$ cat config.mk
export PLATFORM = sky130hd
export DESIGN_NAME = quad_disc_seq
export DESIGN_NICKNAME = d
export VERILOG_FILES = /design/src/rtl/quad_disc_pkg.sv /design/src/rtl/quad_disc_arith.sv /design/src/rtl/quad_disc_ctrl.sv /design/src/rtl/quad_disc_dp.sv /design/src/rtl/quad_disc_seq.sv
export SDC_FILE = /design/constraint.sdc
export NUM_CORES = 1
export LEC_CHECK = 0
export ABC_AREA = 1
export BUFFER_PORTS_ARGS = -buffer_cell sky130_fd_sc_hd__buf_2
export CAP_MARGIN = 20
export CORE_UTILIZATION = 46
export CTS_BUF_LIST = sky130_fd_sc_hd__clkbuf_8
export DETAILED_ROUTE_END_ITERATION = 12
export GPL_ROUTABILITY_DRIVEN = 0
export PLACE_DENSITY = 0.68
export SYNTH_ARGS = -nofsm -noshare
export SYNTH_HDL_FRONTEND = slang
export SYNTH_SLANG_ARGS = --single-unit
$ cat constraint.sdc
create_clock -name clk -period 0.91 [get_ports clk]
set_input_delay 0.0455 -clock clk [delete_from_list [all_inputs] [get_ports clk]]
set_output_delay 0.0455 -clock clk [all_outputs]
set_load 0.01 [all_outputs]
$ cat src/rtl/quad_disc_pkg.sv
package quad_disc_pkg;

  // Controller states; the overlapped schedule never visits ST_WAIT_B
  typedef enum logic [3:0] {
    ST_IDLE,
    ST_ISS_4A,
    ST_ISS_BB,
    ST_ISS_4AC,
    ST_WAIT_A,
    ST_WAIT_B,
    ST_WAIT_C,
    ST_SUB,
    ST_WAIT_S
  } state_e;

  // Which operand pair drives the multiplier
  typedef enum logic [1:0] {
    OPS_NONE,
    OPS_4A,
    OPS_4AC,
    OPS_BB
  } opsel_e;

  // Which holding register receives the returning product
  typedef enum logic [1:0] {
    SLOT_4A,
    SLOT_4AC,
    SLOT_BB,
    SLOT_NONE
  } slot_e;

  localparam int unsigned CONST_FOUR = 4;

  // Products return in issue order; that order depends on the schedule
  function automatic slot_e slot_for(input logic [1:0] idx, input bit overlap);
    slot_e s;
    case (idx)
      2'd0:    s = SLOT_4A;
      2'd1:    s = overlap ? SLOT_BB  : SLOT_4AC;
      2'd2:    s = overlap ? SLOT_4AC : SLOT_BB;
      default: s = SLOT_NONE;
    endcase
    return s;
  endfunction

endpackage

$ cat src/rtl/quad_disc_arith.sv
// Opaque arithmetic unit: valid-in, valid-out after LAT cycles.
module quad_disc_arith #(
  parameter int unsigned RW     = 19,
  parameter int unsigned LAT    = 3,
  parameter bit          IS_SUB = 1'b0
) (
  input  logic                 clk,
  input  logic                 rst_n,
  input  logic                 in_vld,
  input  logic signed [RW-1:0] x,
  input  logic signed [RW-1:0] y,
  output logic                 out_vld,
  output logic signed [RW-1:0] z
);

  logic signed [RW-1:0] op_res;
  logic [LAT-1:0]       pv;
  logic signed [RW-1:0] pd [LAT];

  generate
    if (IS_SUB) begin : g_sub
      assign op_res = x - y;
    end else begin : g_mul
      assign op_res = x * y;
    end
  endgenerate

  always_ff @(posedge clk or negedge rst_n) begin
    if (!rst_n) begin
      pv <= '0;
    end else begin
      pv[0] <= in_vld;
      for (int i = 1; i < LAT; i++) pv[i] <= pv[i-1];
    end
  end

  always_ff @(posedge clk) begin
    if (in_vld) pd[0] <= op_res;
    for (int i = 1; i < LAT; i++) begin
      if (pv[i-1]) pd[i] <= pd[i-1];
    end
  end

  assign out_vld = pv[LAT-1];
  assign z       = pd[LAT-1];

endmodule

$ cat src/rtl/quad_disc_ctrl.sv
module quad_disc_ctrl
  import quad_disc_pkg::*;
#(
  parameter bit OVERLAP = 1'b0
) (
  input  logic   clk,
  input  logic   rst_n,
  input  logic   arg_vld,
  input  logic   mul_ov,
  input  logic   sub_ov,
  output logic   busy,
  output logic   ld_args,
  output logic   mul_iv,
  output opsel_e op_sel,
  output logic   cap_vld,
  output slot_e  cap_slot,
  output logic   sub_iv
);

  state_e     st, st_n;
  logic [1:0] ret_cnt;

  assign busy     = (st != ST_IDLE);
  assign ld_args  = (st == ST_IDLE) && arg_vld;
  assign cap_vld  = mul_ov;
  assign cap_slot = slot_for(ret_cnt, OVERLAP);

  always_comb begin
    st_n   = st;
    mul_iv = 1'b0;
    op_sel = OPS_NONE;
    sub_iv = 1'b0;
    case (st)
      ST_IDLE: if (arg_vld) st_n = ST_ISS_4A;
      ST_ISS_4A: begin
        mul_iv = 1'b1;
        op_sel = OPS_4A;
        st_n   = OVERLAP ? ST_ISS_BB : ST_WAIT_A;
      end
      ST_ISS_BB: begin
        mul_iv = 1'b1;
        op_sel = OPS_BB;
        st_n   = OVERLAP ? ST_WAIT_A : ST_WAIT_C;
      end
      ST_WAIT_A: begin
        if (mul_ov || (OVERLAP && ret_cnt != 2'd0)) st_n = ST_ISS_4AC;
      end
      ST_ISS_4AC: begin
        mul_iv = 1'b1;
        op_sel = OPS_4AC;
        st_n   = OVERLAP ? ST_WAIT_C : ST_WAIT_B;
      end
      ST_WAIT_B: if (mul_ov) st_n = ST_ISS_BB;
      ST_WAIT_C: if (mul_ov && ret_cnt == 2'd2) st_n = ST_SUB;
      ST_SUB: begin
        sub_iv = 1'b1;
        st_n   = ST_WAIT_S;
      end
      ST_WAIT_S: if (sub_ov) st_n = ST_IDLE;
      default: st_n = ST_IDLE;
    endcase
  end

  always_ff @(posedge clk or negedge rst_n) begin
    if (!rst_n) st <= ST_IDLE;
    else        st <= st_n;
  end

  always_ff @(posedge clk or negedge rst_n) begin
    if (!rst_n)      ret_cnt <= 2'd0;
    else if (ld_args) ret_cnt <= 2'd0;
    else if (mul_ov)  ret_cnt <= ret_cnt + 2'd1;
  end

endmodule

$ cat src/rtl/quad_disc_dp.sv
module quad_disc_dp
  import quad_disc_pkg::*;
#(
  parameter int unsigned W  = 8,
  parameter int unsigned RW = 19
) (
  input  logic                 clk,
  input  logic                 rst_n,
  input  logic                 ld_args,
  input  logic signed [W-1:0]  a,
  input  logic signed [W-1:0]  b,
  input  logic signed [W-1:0]  c,
  input  opsel_e               op_sel,
  input  logic                 cap_vld,
  input  slot_e                cap_slot,
  input  logic signed [RW-1:0] mul_p,
  input  logic                 sub_ov,
  input  logic signed [RW-1:0] sub_d,
  output logic signed [RW-1:0] mul_x,
  output logic signed [RW-1:0] mul_y,
  output logic signed [RW-1:0] sub_x,
  output logic signed [RW-1:0] sub_y,
  output logic signed [W-1:0]  ra_q,
  output logic                 res_vld,
  output logic signed [RW-1:0] res
);

  localparam int unsigned EXT = RW - W;
  localparam logic signed [RW-1:0] FOUR = RW'(CONST_FOUR);

  logic signed [W-1:0]  rb_q, rc_q;
  logic signed [RW-1:0] p4a_q, p4ac_q, pbb_q;
  logic signed [RW-1:0] ea, eb, ec;

  assign ea = {{EXT{ra_q[W-1]}}, ra_q};
  assign eb = {{EXT{rb_q[W-1]}}, rb_q};
  assign ec = {{EXT{rc_q[W-1]}}, rc_q};

  always_ff @(posedge clk) begin
    if (ld_args) begin
      ra_q <= a;
      rb_q <= b;
      rc_q <= c;
    end
  end

  always_ff @(posedge clk) begin
    if (cap_vld) begin
      case (cap_slot)
        SLOT_4A:  p4a_q  <= mul_p;
        SLOT_4AC: p4ac_q <= mul_p;
        SLOT_BB:  pbb_q  <= mul_p;
        default:  ;
      endcase
    end
  end

  always_comb begin
    case (op_sel)
      OPS_4A:  begin mul_x = FOUR;  mul_y = ea; end
      OPS_4AC: begin mul_x = p4a_q; mul_y = ec; end
      OPS_BB:  begin mul_x = eb;    mul_y = eb; end
      default: begin mul_x = '0;    mul_y = '0; end
    endcase
  end

  assign sub_x = pbb_q;
  assign sub_y = p4ac_q;

  always_ff @(posedge clk or negedge rst_n) begin
    if (!rst_n) begin
      res     <= '0;
      res_vld <= 1'b0;
    end else begin
      res_vld <= sub_ov;
      if (sub_ov) res <= sub_d;
    end
  end

endmodule

$ cat src/rtl/quad_disc_seq.sv
module quad_disc_seq
  import quad_disc_pkg::*;
#(
  parameter int unsigned W       = 8,
  parameter int unsigned MUL_LAT = 3,
  parameter int unsigned SUB_LAT = 2,
  parameter bit          OVERLAP = 1'b0
) (
  input  logic                  clk,
  input  logic                  rst_n,
  input  logic                  arg_vld,
  input  logic signed [W-1:0]   a,
  input  logic signed [W-1:0]   b,
  input  logic signed [W-1:0]   c,
  output logic                  res_vld,
  output logic signed [2*W+2:0] res
);

  localparam int unsigned RW = 2 * W + 3;

  logic [1:0]           rsync;
  logic                 srst_n;
  logic                 busy, ld_args, mul_iv, mul_ov, sub_iv, sub_ov, cap_vld;
  opsel_e               op_sel;
  slot_e                cap_slot;
  logic signed [RW-1:0] mul_x, mul_y, mul_p, sub_x, sub_y, sub_d;
  logic signed [W-1:0]  ra_q;

  // Reset: asserted at once, released two clocks later
  always_ff @(posedge clk or negedge rst_n) begin
    if (!rst_n) rsync <= 2'b00;
    else        rsync <= {rsync[0], 1'b1};
  end
  assign srst_n = rsync[1];

  quad_disc_ctrl #(.OVERLAP(OVERLAP)) u_ctrl (
    .clk(clk), .rst_n(srst_n), .arg_vld(arg_vld), .mul_ov(mul_ov),
    .sub_ov(sub_ov), .busy(busy), .ld_args(ld_args), .mul_iv(mul_iv),
    .op_sel(op_sel), .cap_vld(cap_vld), .cap_slot(cap_slot), .sub_iv(sub_iv)
  );

  quad_disc_dp #(.W(W), .RW(RW)) u_dp (
    .clk(clk), .rst_n(srst_n), .ld_args(ld_args), .a(a), .b(b), .c(c),
    .op_sel(op_sel), .cap_vld(cap_vld), .cap_slot(cap_slot), .mul_p(mul_p),
    .sub_ov(sub_ov), .sub_d(sub_d), .mul_x(mul_x), .mul_y(mul_y),
    .sub_x(sub_x), .sub_y(sub_y), .ra_q(ra_q), .res_vld(res_vld), .res(res)
  );

  quad_disc_arith #(.RW(RW), .LAT(MUL_LAT), .IS_SUB(1'b0)) u_mul (
    .clk(clk), .rst_n(srst_n), .in_vld(mul_iv), .x(mul_x), .y(mul_y),
    .out_vld(mul_ov), .z(mul_p)
  );

  quad_disc_arith #(.RW(RW), .LAT(SUB_LAT), .IS_SUB(1'b1)) u_sub (
    .clk(clk), .rst_n(srst_n), .in_vld(sub_iv), .x(sub_x), .y(sub_y),
    .out_vld(sub_ov), .z(sub_d)
  );

endmodule

After elaboration in Yosys (flattened, before gate mapping) --
Memory sizes are Yosys's and may differ from the RTL's. A register that Yosys moved wholly into a read port is not among the register bits. Index checks and enable logic that the tools add are counted.
Operators by class: muxes and demuxes 24, reduce and logical (&&, ||, !) cells 12, multipliers 1, equality and inequality tests 20, add/sub/neg operators 2
Operators with widths (count):
- $pmux W19 S3 | 2
- $pmux W4 S9 | 1
- $mux W4 | 5
- $mul A19 B19 Y19 | 1
- $sub A19 B19 Y19 | 1
- $eq A4 B3 Y1 const B | 4
- $mux W1 | 12
- $pmux W2 S3 | 2
- $eq A2 B2 Y1 const B | 4
- $eq A4 B2 Y1 const B | 2
- $eq A2 B1 Y1 const B | 3
- $ne A2 B1 Y1 const B | 3
- $reduce_and A2 Y1 | 3
- $reduce_and A5 Y1 | 1
- $eq A4 B1 Y1 const B | 1
- $eq A4 B4 Y1 const B | 1
- $logic_not A2 Y1 | 2
- $logic_not A4 Y1 | 1
- $mux W2 | 2
- $ne A2 B2 Y1 const B | 2
- $reduce_or A3 Y1 | 1
- $add A2 B1 Y2 const B | 1
- $logic_and A1 B1 Y1 | 2
- $reduce_bool A2 Y1 | 1
- $logic_not A1 Y1 | 1
Word-level totals: memories kept 2, memory bits (writable) 95, output and inout bits 20, flip-flop bits (word level) 95
Memories:
- u_mul.pd | words 3, width 19, rd ports 3, clocked after memory_dff 0, write ports 3, RTL line quad_disc_arith.sv:18 | logic signed [RW-1:0] pd [LAT];
- u_sub.pd | words 2, width 19, rd ports 2, clocked after memory_dff 1, write ports 2, RTL line quad_disc_arith.sv:18

Logic depth before layout (Yosys ltp) --
Gate-level depths: netlist of the first run.
depth after elaboration 5, mapped depth 38, gate-level depth less buffers 37

By module --
A second synthesis of the first run with hierarchy kept.
Unflattened totals: cells, all modules 1585, area, all modules 15056.9 um^2
By module, submodules not included:
- quad_disc_arith at u_mul | times used 1, cells each 983, seq. area each 1786.7 um^2, area each 8314.2 um^2
- quad_disc_dp | times used 1, cells each 260, seq. area each 2932.8 um^2, area each 3792.4 um^2
- quad_disc_arith at u_sub | times used 1, cells each 270, seq. area each 1191.1 um^2, area each 2437.3 um^2
- quad_disc_ctrl | times used 1, cells each 69, seq. area each 150.1 um^2, area each 459.2 um^2
- quad_disc_seq | times used 1, cells each 3, seq. area each 50.0 um^2, area each 53.8 um^2

Least setup slack after synthesis of the first run --
Ideal clock, no wire load.
kind reg2reg, start point register u_ctrl.st[2], end point memory u_mul.pd[0][18], data pin, slack -5.704 ns, buffers on the path 0, data required time 0.657 ns, clock period less this slack 6.614 ns, cell stages (with the launch flop) 26, arrival 6.361 ns, cells stage by stage dfrtp_1 inv_1 nand2_1 nor2_1 nand2_2 inv_1 nand2_1 fa_1 fa_1 inv_1 fa_1 fa_1 inv_1 fa_1 inv_1 fa_1 ha_1 ha_1 a21oi_1 o211ai_1 a31oi_1 inv_1 nand3_1 nand2_1 nor2_1 nor2_1
RTL lines:
- from (decl) | RTL line quad_disc_ctrl.sv:20 | state_e st, st_n;
- from (signal assigned) | RTL line quad_disc_ctrl.sv:66 | else st <= st_n;
- to (decl) | RTL line quad_disc_arith.sv:18

==> qor.txt, run 1 <==
status - finished, violations left
failing checks - negative setup slack
crit end category - register
CTS clock-pin slew for the worst setup and hold paths - 0.06 ns
average size of a mapped cell - 10.8 sq um
Fin. Hold Viols - 0
gr usage total - 23.6%
EDFF count, synth - 176
max-capacitance violation count - 0
GR Util met3 - 4.51%
register area share after synthesis - 46.2%
Setup WS pre-CTS - -5.45 ns
Via Count - 10100
H-tree Lvls - 2
largest net degree at the start of global routing - 23
synthesized net count - 1462
Layout fillers - 1914
synth warn - 0
switching power - 21.3 mW
Die Wd - 172 um
Internal - 33.0 mW
Final Util - 66.2%
DP HPWL - 23200 um
Skew-Pair Late Insertion Delay - 0.52 ns
met1 global-route usage - 26.8%
Design Area, Final - 18500 sq um
Worst EP arrival - 6.55 ns
DR pass1 iterations - 6
placed cells - 1812
Crit path top cell by count - buf_4
crit-path max FO - 9
# rows - 61
Syn Inst Count - 1227
Worst Setup Start Kind - register
Multi-input gate area - 7540 sq um
path type of the worst setup path - register to register
vias in the first global route - 10400
placed cell areas - 15900 sq um
ys async rst share - 15.8%
DR vias/cell - 5.14
sequential power share - 29.2%
Seq cells post-synth - 209
cell area power density - 2930 nW/um^2
antenna violations before repair - 0
dominant cell type by area after synthesis - edfxtp_1
ratio of cells with drive above 1 in the final layout - 36.3%
Finished Layout Cells - 1960
fin crit period - 6.30 ns
max frequency - 0.159 GHz
Hold Crit Class - input port to register
period utilisation layout - 692%
WHS - 0.0440 ns
Clock Path Buffers - 3
top_reg_cell synth - edfxtp_1
area occupied by registers - 6120 sq um
Die Ht - 172 um
gr ovfl total - 0
CTS root buffer - clkbuf_8
critical path required time - 1.16 ns
die area - 29500 sq um
clk_skew - 0.0215 ns
biggest cell delay along the critical path - 0.61 ns
# setup viols final - 196
Sw Ratio - 39.2%
Num CTS Buffers - 36
count leader, synth - nand2_1
CTS tree - built
Peak VDD IR - 1370 uV
fin. max-slew vios - 0
CTS Sinks - 209
Initial DRC Count - 761
global routing's busiest layer - met2
Area Overhead vs Synth - 40.0%
Final WS setup - -5.39 ns
post-synth top area share - 39.9%
core area - 28000 sq um
synth cell count leaders - nand2_1, inv_1, edfxtp_1, fa_1, ha_1
static leakage - 8.61 nW
fin nets - 1791
DR WL/cell - 18.0 um
IO buf count - 46
Slowest-stage cell, CP - fa_1
RSZ-0062 raised after global routing - true
count of cell types in the netlist - 40
starting density of the core - 47.3%
combinational power share - 56.0%
DR DRC count - 0
# IOs - 47
Mapped Area - 13200 sq um
top post-synthesis cells by area - edfxtp_1, fa_1, ha_1
met2 global-route usage - 43.0%
ant diodes - 0
Post-Route WL - 35400 um
Clk pwr share - 14.8%
global-route wire length before repair - 52700 um
antenna-violating nets left - 0
[cell families after synthesis]
logic type                 count (synthesis)  share of synthesized area [%]
buffers and inverters                    273                           8.01
adders and majority gates                208                           26.1
DFF                                      209                           46.2
AOI/OAI and AO/OA                         80                           3.58
xor gates and xnor gates                  40                           2.65
other                                      1                         0.0283
and+or+nand+nor                          416                           13.5
[worst paths after layout]
kind	startpoint	end	slack (ns)	cells after the start
min in group asynchronous	rsync[1]	u_ctrl.st[1]	0.18	1
max in group asynchronous	rst_n	rsync[1]	0.35	3
setup reg to reg	u_ctrl.st[1]	u_mul.pd[0][15]	-5.39	28
setup / recovery	u_ctrl.st[1]	u_mul.pd[0][15]	-5.39	28
hold / removal	arg_vld	u_ctrl.st[1]	0.04	5
hold reg to reg	rsync[1]	u_ctrl.st[1]	0.18	1
[worst max-delay path: cells and delay by family, from the launching register on]
kind                     cells  cell delay (ns)
XOR/XNOR                     1             0.14
flip-flops                   1             0.44
adder cells (fa/ha/maj)      8             3.24
AO/OA/AOI/OAI                3             0.30
AND/OR/NAND/NOR              7             0.89
buffers and inverters        9             1.03
[sequential cells by signal (all words and copies together) (netlist names), 3 cells and up]
signal,count
u_mul.pv,3
u_dp.p4a_q,19
u_dp.sub_x,19
u_mul.pd,57
u_dp.res,19
u_dp.rb_q,8
u_dp.sub_y,19
u_sub.pd,38
u_dp.rc_q,8
u_ctrl.st,4
u_dp.ra_q,8
[power by group through the flow]
stage                     logic, mW  registers (mW)  clock network [mW]
final                          30.4            15.9                8.02
after global routing           32.9            16.1                8.64
after CTS                      27.5            15.8                8.10
after detailed placement       23.1            15.9                   0
after global placement         22.6            15.8                   0
after floorplan                13.9            15.8                   0
[through the flow]
step	power (mW)	TNS (ns)
floorplan	29.7	-151.68
global placement	38.5	-161.08
detailed placement	39.1	-166.32
CTS	51.4	-161.43
global route	57.7	-184.09
finish	54.3	-172.30
[placed cells by master, fill, tap and decap left out, types with 34 or more instances in the layout]
cell type    n
buf_4      172
edfxtp_1   176
clkbuf_8    38
buf_2       40
nand2_1    264
inv_1      229
buf_6       48
ha_1        39
nand2_2     35
ha_4        55
fa_1       106
nand3_1     34
[repair_timing]
| item | CTS | global route |
|---|---|---|
| pin swaps | 70 | 38 |
| gates resized for setup | 162 | 74 |
| cloned | 6 | 2 |
| setup buffers | 24 | 30 |
| hold buffers | 26 | 0 |
| endpoints found under the setup margin | 204 | 204 |
| hold endpoints to repair | 26 | 0 |
[layer usage]
metal | wire [um] | part of all wire [%]
met5 | 0 | 0
met2 | 18300 | 52
met1 | 13100 | 37
met4 | 1730 | 4.9
met3 | 2240 | 6.3
[layout make-up]
cell class / instances / share of cell area, %
tap: 378 / 2.55
clock inverter: 26 / 0.837
clock buffer: 38 / 2.82
timing repair buffer: 308 / 14.9
sequential: 209 / 33.0
inverter: 253 / 5.26
multi-input combinational: 748 / 40.7
Note: power is estimated with default switching activity, not from simulation.
==> run 2, diff against run 1 <==
--- a/config.mk
+++ b/config.mk
@@ -13,6 +13,7 @@
 export DETAILED_ROUTE_END_ITERATION = 12
 export GPL_ROUTABILITY_DRIVEN = 0
 export PLACE_DENSITY = 0.68
+export RECOVER_POWER = 25
 export SYNTH_ARGS = -nofsm -noshare
 export SYNTH_HDL_FRONTEND = slang
 export SYNTH_SLANG_ARGS = --single-unit
==> qor.txt, run 2 (synthesized netlist as in run 1, its figures left out) <==
fin nets - 1791 (unchanged)
die area - 29500 sq um (unchanged)
path type of the worst setup path - register to register
Die Ht - 172 um (unchanged)
Largest regs - u_mul.pd (57), u_sub.pd (38)
Peak VDD IR - 1370 uV (+0.29%)
# rows - 61 (unchanged)
starting density of the core - 47.3% (unchanged)
fin crit period - 6.28 ns (-0.0204 ns)
crit end category - register
vias in the first global route - 10400 (unchanged)
# IOs - 47 (unchanged)
Worst-Margin Slew - 0.560 ns
max frequency - 0.159 GHz (+0.33%)
CTS clock-pin slew for the worst setup and hold paths - 0.06 ns (about the same)
fin. max-slew vios - 0 (unchanged)
DR pass1 iterations - 6 (unchanged)
gr usage total - 23.6% (unchanged)
ratio of cells with drive above 1 in the final layout - 36.0% (-0.25 points)
critical path required time - 1.16 ns (about the same)
max FFs per register - 57 (unchanged)
commonest non-fill, non-tap cells in the layout - nand2_1, inv_1, edfxtp_1, buf_4, fa_1
Fin. Hold Viols - 0 (unchanged)
Worst EP arrival - 6.53 ns (-0.02 ns)
largest net degree at the start of global routing - 23 (unchanged)
H-tree Lvls - 2 (unchanged)
Final Util - 66.1% (about the same)
buffers plus inverters on the worst setup path - 9 (unchanged)
IO buf count - 46 (unchanged)
DR WL/cell - 18.0 um (about the same)
RSZ-0062 raised after global routing - true
end of the worst hold path - u_ctrl.st[1]
cell area power density - 2930 nW/um^2 (about the same)
Worst Setup Start Kind - register
Pwr Total - 54.3 mW (about the same)
Crit path top cell by count - buf_4
CTS tree - built
Post-Route WL - 35400 um (about the same)
HP Start - arg_vld
ant diodes - 0 (unchanged)
clk_skew - 0.0207 ns (-0.000752 ns)
commonest non-fill, non-tap cell in the layout - nand2_1
Layout fillers - 1918 (+0.21%)
Num CTS Buffers - 36 (unchanged)
core area - 28000 sq um (unchanged)
max-capacitance violation count - 0 (unchanged)
Area Overhead vs Synth - 40.0% (about the same)
CTS Sinks - 209 (unchanged)
R2R Path Start - u_ctrl.st[1]
DR DRC count - 0 (unchanged)
Clock Path Buffers - 3 (unchanged)
static leakage - 8.59 nW (-0.15%)
# setup viols final - 196 (unchanged)
R2R setup slack - -5.37 ns (+0.02 ns)
DR vias/cell - 5.11 (-0.74%)
Worst slew margin - 62.7%
antenna-violating nets left - 0 (unchanged)
status - finished, violations left
biggest cell delay along the critical path - 0.61 ns (about the same)
Slowest-stage cell, CP - fa_1
Most flops, register - u_mul.pd
Hold Crit Class - input port to register
Setup WS pre-CTS - -5.45 ns (unchanged)
CTS root buffer - clkbuf_8
global-route wire length before repair - 52700 um (unchanged)
gr ovfl total - 0 (unchanged)
Worst Reg-to-Reg Cells - 28 (unchanged)
period utilisation layout - 690% (-2.2 points)
Min-Delay Path Depth - 5 (unchanged)
crit-path max FO - 9 (unchanged)
DP HPWL - 23200 um (unchanged)
failing checks - negative setup slack
Die Wd - 172 um (unchanged)
Final WS setup - -5.37 ns (+0.0204 ns)
antenna violations before repair - 0 (unchanged)
Via Count - 10000 (-0.74%)
Skew-Pair Late Insertion Delay - 0.52 ns (about the same)
family with the most delay on the worst path - adder cells
Initial DRC Count - 729 (-4.2%)
R2R Path End - u_mul.pd[0][15]
[run 2: cell types whose count changed in the layout (fill, tap and decap cells not counted), sizes merged]
cell    before  now
buf        280  275
clkbuf      40   45
[run 2: worst max path at each step]
stage | from | end | slack [ns] | depth (start not counted)
2_1_floorplan | u_ctrl.st[3] | u_mul.pd[0][18] | -5.05 | 26
3_3_place_gp | u_ctrl.st[3] | u_mul.pd[0][18] | -5.31 | 27
3_5_place_dp | u_ctrl.st[1] | u_mul.pd[0][18] | -5.45 | 27
4_1_cts | u_ctrl.st[3] | u_mul.pd[0][18] | -5.23 | 26
5_1_grt | u_ctrl.st[1] | u_mul.pd[0][17] | -5.62 | 31
6_report | u_ctrl.st[1] | u_mul.pd[0][15] | -5.37 | 28
[run 2: metrics by stage]
step | TNS [ns] | hold slack, ns | cell area (sq um) | instances
floorplan | -151.68 | -0.250 | 13900 | 1227
detailed placement | -166.32 | -0.169 | 15900 | 1812
global placement | -161.08 | -0.170 | 15900 | 1812
finish | -171.98 | 0.0430 | 18500 | 1960
global route | -184.09 | 0.0696 | 18500 | 1960
CTS | -161.43 | 0.0108 | 17900 | 1931
[run 2: metal layers]
layer | GRT usage, % | vias to the layer above | share of wire, % | wire, um
li1 | - | 4570 | - | -
met1 | 26.8 | 4913 | 37 | 13100
met2 | 43.0 | 397 | 51 | 18200
met3 | 4.51 | 126 | 6.3 | 2240
met4 | 9.86 | 0 | 5.1 | 1820
met5 | 0 | - | 0 | 0
[run 2: final cells by class]
class                   instances  area (sq um)  area share (%)
well taps                     378           473            2.55
multi-input cells             748          7540            40.7
repair buffers                308          2750            14.8
flip-flops and latches        209          6120            33.0
clock buffers                  38           523            2.82
clock inverters                26           155           0.837
inverters                     253           976            5.27
[run 2: tightest hold or removal path, cell delays in order]
cell	delay [ns]
buf_2	0.10
inv_1	0.10
a31oi_1	0.11
nand2_2	0.12
o21ai_2	0.06
[run 2: report_power, final]
group	internal (mW)	switching (mW)
registers	14.5	1.42
clock network	4.21	3.80
logic	14.3	16.1
[run 2: timing repair]
item	CTS	global route
gates cloned	6	2
buffers inserted	24	30
setup endpoints to repair	204	204
hold endpoints to repair	26	0
hold buffers	26	0
pin swaps	70	38
gates resized for setup	162	74
==> run 3, diff against run 2 <==
--- a/config.mk
+++ b/config.mk
@@ -5,7 +5,6 @@
 export SDC_FILE = /design/constraint.sdc
 export NUM_CORES = 1
 export LEC_CHECK = 0
-export ABC_AREA = 1
 export BUFFER_PORTS_ARGS = -buffer_cell sky130_fd_sc_hd__buf_2
 export CAP_MARGIN = 20
 export CORE_UTILIZATION = 46
@@ -16,4 +15,5 @@
 export RECOVER_POWER = 25
 export SYNTH_ARGS = -nofsm -noshare
 export SYNTH_HDL_FRONTEND = slang
+export SYNTH_HIERARCHICAL = 1
 export SYNTH_SLANG_ARGS = --single-unit
==> qor.txt, run 3 <==
status - finished, violations left
failing checks - negative setup slack
IO buf count - 46 (unchanged)
Final WS setup - -5.71 ns (-0.337 ns)
Final Util - 62.5% (-3.7 points)
die area - 31400 sq um (+6.7%)
Skew-Pair Late Insertion Delay - 0.53 ns (about the same)
Worst slew margin - 66.5% (+3.8 points)
WHS - 0.224 ns (+0.181 ns)
Hold Crit Class - input port to register
setup TNS - -194.27 ns (-22.29 ns)
Mapped Area - 14100 sq um (+6.8%)
max frequency - 0.151 GHz (-5.1%)
Clock Path Buffers - 3 (unchanged)
fin crit period - 6.62 ns (+0.337 ns)
clk_skew - 0.0238 ns (+0.00301 ns)
critical path required time - 1.19 ns (+0.03 ns)
Most flops, register - u_mul/pd
Worst EP arrival - 6.90 ns (+0.37 ns)
Worst Setup Start Kind - register
max FFs per register - 57 (unchanged)
gr ovfl total - 0 (unchanged)
RSZ-0062 raised after global routing - true
crit-path max FO - 6 (-3)
crit end category - register
DR WL/cell - 18.6 um (+3.0%)
# setup viols final - 204 (+4.1%)
Num CTS Buffers - 36 (unchanged)
DR vias/cell - 5.04 (-1.2%)
average size of a mapped cell - 12.3 sq um (+14%)
fin. max-slew vios - 0 (unchanged)
DR pass1 iterations - 5 (-1)
antenna-violating nets left - 0 (unchanged)
commonest non-fill, non-tap cells in the layout - edfxtp_1, inv_1, buf_4, fa_1, and2_1
DR DRC count - 0 (unchanged)
CTS tree - built
ant diodes - 0 (unchanged)
period utilisation layout - 727% (+37 points)
ratio of cells with drive above 1 in the final layout - 37.2% (+1.2 points)
DP HPWL - 22400 um (-3.7%)
starting density of the core - 47.2% (-0.075 points)
synthesized net count - 1399 (-4.3%)
# rows - 63 (+3.3%)
antenna violations before repair - 0 (unchanged)
H-tree Lvls - 2 (unchanged)
synth warn - 6 (+6)
static leakage - 8.19 nW (-4.7%)
Die Ht - 177 um (+3.3%)
Largest regs - u_mul/pd (57), u_sub/pd (38)
Initial DRC Count - 592 (-19%)
Via Count - 9214 (-7.9%)
gr usage total - 21.5% (-2.1 points)
fin nets - 1656 (-7.5%)
vias in the first global route - 9786 (-5.4%)
path type of the worst setup path - register to register
cell area power density - 2100 nW/um^2 (-28%)
CTS Sinks - 209 (unchanged)
max-capacitance violation count - 0 (unchanged)
Area Overhead vs Synth - 32.4%
core area - 30000 sq um (+6.9%)
Worst-Margin Slew - 0.503 ns (-0.0566 ns)
Die Wd - 177 um (+3.3%)
commonest non-fill, non-tap cell in the layout - edfxtp_1
global-route wire length before repair - 51200 um (-2.8%)
Fin. Hold Viols - 0 (unchanged)
CTS clock-pin slew for the worst setup and hold paths - 0.06 ns (about the same)
Syn Inst Count - 1152 (-6.1%)
Post-Route WL - 34000 um (-4.0%)
Setup WS pre-CTS - -5.77 ns (-0.321 ns)
CTS root buffer - clkbuf_8
largest net degree at the start of global routing - 32 (+39%)
# IOs - 47 (unchanged)
Peak VDD IR - 995 uV (-27%)
[run 3: cell type report]
class,instances,area [sq um]
Fill cell,2157,11200
Timing Repair Buffer,302,2770
Tap cell,390,488
Sequential cell,209,6120
Clock buffer,45,619
Inverter,164,616
Multi-Input combinational cell,696,8000
Clock inverter,21,110
[run 3: what timing repair did]
action,in CTS,in global routing
setup buffers,37,24
pin swaps,40,42
endpoints found under the hold margin,27,0
gates resized for setup,92,96
endpoints found under the setup margin,204,204
gates cloned,7,4
hold buffers,27,0
[run 3: critical path, cell delays in order, from the launching register on]
cell and delay [ns]:
dfrtp_2 0.45, xnor2_2 0.23, nor3_4 0.07, buf_4 0.14
buf_6 0.13, nand2b_1 0.13, a21boi_0 0.25, buf_4 0.19
buf_4 0.11, and2_1 0.14, fa_1 0.46, fa_1 0.52
inv_1 0.05, fa_1 0.56, fa_1 0.45, fa_1 0.56
inv_2 0.05, fa_1 0.47, ha_2 0.22, xnor2_2 0.17
xnor2_1 0.17, xnor2_1 0.15, xnor3_1 0.26, xnor3_2 0.29
xnor2_1 0.14
[run 3: path summary, 6_finish.rpt]
| path | startpoint | end | slack [ns] | cells past startpoint |
|---|---|---|---|---|
| worst min register to register | rsync[1] | u_sub/pv[1] | 0.32 | 1 |
| worst max register to register | u_ctrl/st[1] | u_mul/pd[0][18] | -5.71 | 24 |
| worst min-delay path | a[0] | u_dp/ra_q[0] | 0.22 | 2 |
| max in group asynchronous | rsync[1] | u_ctrl/st[1] | 0.20 | 1 |
| min in group asynchronous | rsync[1] | u_sub/pv[1] | 0.32 | 1 |
| worst max-delay path | u_ctrl/st[1] | u_mul/pd[0][18] | -5.71 | 24 |
[run 3: per-stage QoR]
| step | std cells | total power, mW | instance area [sq um] |
|---|---|---|---|
| 2_1_floorplan | 1152 | 22.6 | 14700 |
| 3_3_place_gp | 1672 | 26.9 | 16300 |
| 3_5_place_dp | 1672 | 27.3 | 16300 |
| 4_1_cts | 1808 | 37.9 | 18100 |
| 5_1_grt | 1827 | 41.3 | 18700 |
| 6_report | 1827 | 39.4 | 18700 |
[run 3: report_power, final]
group	switching (mW)	internal [mW]
clock network	3.85	4.53
logic	7.89	8.49
registers	1.23	13.4
[run 3: metal layers]
metal  vias to the layer above  wire length [um]  global-route usage (%)
li1                       4242                 -                       -
met1                      4651             14000                    27.3
met2                       261             17300                    36.6
met3                        60              1710                    3.68
met4                         0               918                    7.98
met5                         -                 0                       0
